**config.mk**
```make
export PLATFORM = sky130hd
export DESIGN_NAME = pps_event_delay
export DESIGN_NICKNAME = d
export VERILOG_FILES = /design/src/rtl/pps_dly_pkg.sv /design/src/rtl/pps_dly_accept.sv /design/src/rtl/pps_dly_counter.sv /design/src/rtl/pps_dly_emit.sv /design/src/rtl/pps_event_delay.sv
export SDC_FILE = /design/constraint.sdc
export NUM_CORES = 1
export LEC_CHECK = 0
export BUFFER_PORTS_ARGS = -buffer_cell sky130_fd_sc_hd__buf_2
export CAP_MARGIN = 20
export CORE_MARGIN = 2
export CORE_UTILIZATION = 30
export CTS_CLUSTER_DIAMETER = 120
export DETAILED_ROUTE_END_ITERATION = 12
export GPL_TIMING_DRIVEN = 0
export SYNTH_ARGS = -nofsm -noshare
export SYNTH_HDL_FRONTEND = slang
export SYNTH_SLANG_ARGS = --single-unit
```
**constraint.sdc**
```tcl
create_clock -name clk -period 4.7 [get_ports clk]
set_clock_uncertainty 0.2 [all_clocks]
set_input_delay 0.235 -clock clk [delete_from_list [all_inputs] [get_ports clk]]
set_output_delay 0.235 -clock clk [all_outputs]
set_load 0.1 [all_outputs]
```
**src/rtl/pps_dly_pkg.sv**
```systemverilog
package pps_dly_pkg;

    localparam int DLY_W = 32;

    typedef logic [DLY_W-1:0] dly_t;

    // State of the single pending delayed pulse.
    typedef struct packed {
        logic pending;
        dly_t remaining;   // cycles still to wait after the current one
    } hold_t;

    // Load command from the acceptance stage to the counter.
    typedef struct packed {
        logic arm;         // start a new delayed pulse
        logic cancel;      // drop whatever is pending
        dly_t load;
    } load_cmd_t;

    function automatic logic is_bypass(input dly_t d);
        return (d == '0);
    endfunction

    function automatic logic is_due(input hold_t h);
        return h.pending && (h.remaining == '0);
    endfunction

endpackage

```
**src/rtl/pps_dly_accept.sv**
```systemverilog
module pps_dly_accept
    import pps_dly_pkg::*;
(
    input  logic      evt_in,
    input  dly_t      delay_cycles,
    output load_cmd_t cmd
);
    always_comb begin
        cmd.cancel = evt_in;
        cmd.arm    = evt_in && !is_bypass(delay_cycles);
        cmd.load   = delay_cycles - dly_t'(1);
    end
endmodule

```
**src/rtl/pps_dly_counter.sv**
```systemverilog
module pps_dly_counter
    import pps_dly_pkg::*;
(
    input  logic      clk,
    input  logic      rst,
    input  load_cmd_t cmd,
    input  dly_t      delay_cycles,
    output hold_t     hold
);
    hold_t hold_nx;

    always_comb begin
        hold_nx = hold;
        if (cmd.cancel) begin
            hold_nx.pending   = cmd.arm;
            hold_nx.remaining = cmd.arm ? cmd.load : '0;
        end else if (hold.pending) begin
            if (hold.remaining == '0) begin
                hold_nx.pending = 1'b0;
            end else begin
                hold_nx.remaining = hold.remaining - dly_t'(1);
            end
        end
    end

    always_ff @(posedge clk) begin
        if (rst) begin
            hold <= '0;
        end else begin
            hold <= hold_nx;
        end
    end

    // an accepted nonzero delay loads delay-1
    assert_load_value_R4: assert property (@(posedge clk) disable iff (rst)
        (cmd.cancel && delay_cycles != '0) |=>
            (hold.pending && hold.remaining == $past(delay_cycles) - dly_t'(1)));

    // count-down by exactly one per cycle while waiting
    assert_count_step_R3: assert property (@(posedge clk) disable iff (rst)
        (!cmd.cancel && hold.pending && hold.remaining != '0) |=>
            (hold.pending && hold.remaining == $past(hold.remaining) - dly_t'(1)));

    // the pulse fires once, then the hold empties
    assert_single_fire_R3: assert property (@(posedge clk) disable iff (rst)
        (!cmd.cancel && hold.pending && hold.remaining == '0) |=> !hold.pending);

    // reset clears the pending pulse
    assert_reset_clear_R1: assert property (@(posedge clk)
        rst |=> !hold.pending);
endmodule

```
**src/rtl/pps_dly_emit.sv**
```systemverilog
module pps_dly_emit
    import pps_dly_pkg::*;
(
    input  logic  evt_in,
    input  dly_t  delay_cycles,
    input  hold_t hold,
    output logic  evt_out
);
    // A new event overrides any pulse that is due in the same cycle.
    always_comb begin
        if (evt_in) begin
            evt_out = is_bypass(delay_cycles);
        end else begin
            evt_out = is_due(hold);
        end
    end
endmodule

```
**src/rtl/pps_event_delay.sv**
```systemverilog
module pps_event_delay
    import pps_dly_pkg::*;
(
    input  logic        clk,
    input  logic        rst,
    input  logic        evt_in,
    input  logic [31:0] delay_cycles,
    output logic        evt_out
);
    load_cmd_t cmd;
    hold_t     hold;

    pps_dly_accept accept_i (
        .evt_in       (evt_in),
        .delay_cycles (delay_cycles),
        .cmd          (cmd)
    );

    pps_dly_counter counter_i (
        .clk          (clk),
        .rst          (rst),
        .cmd          (cmd),
        .delay_cycles (delay_cycles),
        .hold         (hold)
    );

    pps_dly_emit emit_i (
        .evt_in       (evt_in),
        .delay_cycles (delay_cycles),
        .hold         (hold),
        .evt_out      (evt_out)
    );

    // no output without an event or a pending pulse
    assert_no_spurious_R6: assert property (@(posedge clk) disable iff (rst)
        (!evt_in && !hold.pending) |-> !evt_out);

    // a zero-delay event leaves nothing pending
    assert_bypass_idle_R2: assert property (@(posedge clk) disable iff (rst)
        (evt_in && delay_cycles == '0) |=> !hold.pending);
endmodule

```
==> impl_metrics.toml <==
[logic_synthesis]
yosys_register_bits = 33
avgSynthCellArea_um2 = 7.53
synthSimpleGateAreaFrac_pct = 32.2
ys_top_cells_by_count = "dfxtp_1, nor2_1, nand2_1"
synth_adder_area_share_pct = 1.36
yosys.cell_count.top_type = "dfxtp_1"
synth.distinct_cells = 59
yosysSeqAreaShare_pct = 23.8
muxShareOfSynthArea_pct = 0
synth-edff-count = 0
yosysTopAreaCellShare_pct = 23.8
syn_nets = 406
synth-xor-area-share_pct = 8.22
syn_inst = 368
synth_top_family_by_area = "simple AND/OR/NAND/NOR gates"
yosys_warnings = 0
synth_top_cell_by_area = "dfxtp_1"
async_reset_ff_share_pct = 0
netlist_area_mm2 = 0.00277
synth_flop_cell = "dfxtp_1"
synth_compound_area_share_pct = 29.2
ys_top_cells_by_area = "dfxtp_1, nor4_1, xnor2_1"

[floorplanning]
ios = 36
core_area_mm2 = 0.00911
start_util_pct = 30.4
die_area_mm2 = 0.0100
die_x_um = 100
num_rows = 35
die_y_um = 100

[placement]
hpwl_um = 7430
place_area_mm2 = 0.00308
port-buffer-count = 35
place.gp.congestion = 0.949

[drt]
wirelength_um = 9650
wl_per_cell_um = 18.5
route.detailed.drc = 0
dr.pass1.iters = 5
ant_nets = 0
vias_per_cell = 6.10
drtIter0Drc = 382
vias = 3182

[layout]
reg.largest.list = "counter_i.hold (33)"
fin_nets = 448
area_growth_pct = 14.5
drive_above_1_share_pct = 17.3
n_antenna_cell = 0
largest_register = "counter_i.hold"
largest_reg_flops = 33
final_area_mm2 = 0.00317

[job]
maxCapViolCount = 0

[cts]
cts_setup_buffers = 0
cts_buffers = 5
cts_tree = "yes"
cts_htree_levels = 2
cts.repair.resized = 0
clock_latency_ns = 0.30
root_buffer = "clkbuf_8"
clk_pin_slew_worst_paths_ns = 0.07
cts_buffer_depth = 2
cts_sinks = 33
hold_buffers = 0

[power]
power.net_switching_mw = 0.309
ir_worst_vdd_v = 0.0000999
p_int_mw = 0.493
p_sw_share_pct = 38.5
power.static_leakage_nw = 1.06
power.density_mw_per_mm2 = 253
p_seq_share_pct = 39.9
clockPowerShare_pct = 27.8
pwr-share-comb_pct = 32.4

[timing]
setup_viol = 0
period_share_pct = 77.8
rsz0062_at_grt = "false"
fin_crit_ns = 3.66
worst_pin_slew_ns = 0.963
max_slew_margin_pct = 35.2
final_hold_viol_count = 0
fmax_mhz = 274
slew_viol_final = 0
finalSetupTns_ns = 0

[critical_path]
start_kind = "flop"
crit_fanout = 8
critical_path_class = "flop to primary output"
worstPathArrival_ns = 3.22
reg2reg_slack_ns = 1.23
cp.required_ns = 4.26
crit_path_end_kind = "primary output"

[global_route]
gr-total-overflow = 0
grt_pass1_wl_um = 15000
grt_max_degree = 12
grt_pass1_vias = 2972
grt_use_total_pct = 19.1
grt_antenna_before_repair = 0

[status]
status = "finished clean"

[min_path]
hold_path.class = "primary input to flop"
## cell type report
cell class | count | area [um^2]
fillers | 987 | 5940
multi-input cells | 302 | 1970
flip-flops and latches | 33 | 661
repair buffers | 35 | 175
well taps | 111 | 139
plain buffers | 22 | 101
clock buffers | 5 | 68.8
inverters | 11 | 41.3
clock inverters | 3 | 17.5
## kinds of logic (layout without fill, tap and decap cells)
logic type      count (synthesis)  after routing
xor+xnor                       26             26
compound gates                115            115
fa+ha+maj                       3              3
buf+inv                        33             76
simple gates                  158            158
flops                          33             33
## worst max-delay path: stages, from the launching register on
cell      delay [ns]
dfxtp_1         0.30
clkbuf_1        0.17
nor4_1          0.64
nand4_1         0.44
nor4_1          0.72
a22o_1          0.23
buf_2           0.42
## per-layer routing
layer | part of all wire (%) | GRT usage, %
met5 | 0 | 0
met4 | 3.4 | 9.69
met3 | 8.0 | 3.06
met2 | 45 | 30.6
met1 | 43 | 24.9
## stage by stage
| step | instances | hold WS (ns) | utilization (%) | worst slack (ns) | total power, mW |
|---|---|---|---|---|---|
| after floorplan | 368 | 0.229 | - | 1.56 | 0.491 |
| after global placement | 514 | 0.284 | 33.9 | 1.34 | 0.576 |
| after detailed placement | 514 | 0.287 | 33.9 | 1.32 | 0.575 |
| after CTS | 522 | 0.0643 | 34.8 | 1.14 | 0.792 |
| after global routing | 522 | 0.103 | 34.8 | 0.926 | 0.835 |
| final | 522 | 0.0546 | 34.8 | 1.04 | 0.802 |
## layout by cell type, fill, tap and decap left out, types with 3 or more instances in the layout
cell type / instances
buf_2: 38
dfxtp_1: 33
nor2_1: 29
nand2_1: 25
nor3_1: 24
a21oi_1: 24
o21ai_0: 24
nor4_1: 22
clkbuf_1: 16
xnor2_1: 15
or4_1: 11
xor2_1: 11
inv_1: 10
nand3_1: 9
o32ai_1: 9
or3_1: 8
a32o_1: 8
or2_2: 7
o22ai_1: 7
a211oi_1: 7
clkbuf_8: 5
or4_4: 4
nand4_1: 4
a31oi_1: 4
o31ai_1: 3
o311ai_0: 3
o41ai_1: 3
a22oi_1: 3
ha_1: 3
## final timing paths
kind / from / to / cells past startpoint
setup / recovery: counter_i.hold[7]$_SDFFE_PP0P_ / evt_out / 6
hold / removal: delay_cycles[30] / counter_i.hold[30]$_SDFFE_PP0P_ / 4
setup reg to reg: counter_i.hold[0]$_SDFFE_PP0P_ / counter_i.hold[19]$_SDFFE_PP0P_ / 8
hold reg to reg: counter_i.hold[10]$_SDFFE_PP0P_ / counter_i.hold[10]$_SDFFE_PP0P_ / 2
## power by group through the flow
stage | registers [mW] | logic [mW] | clock network, mW
6_report | 0.319 | 0.260 | 0.223
5_1_grt | 0.322 | 0.279 | 0.234
3_5_place_dp | 0.325 | 0.250 | 0
2_1_floorplan | 0.320 | 0.171 | 0
4_1_cts | 0.319 | 0.252 | 0.221
3_3_place_gp | 0.324 | 0.251 | 0
Note: power is estimated with default switching activity, not from simulation.
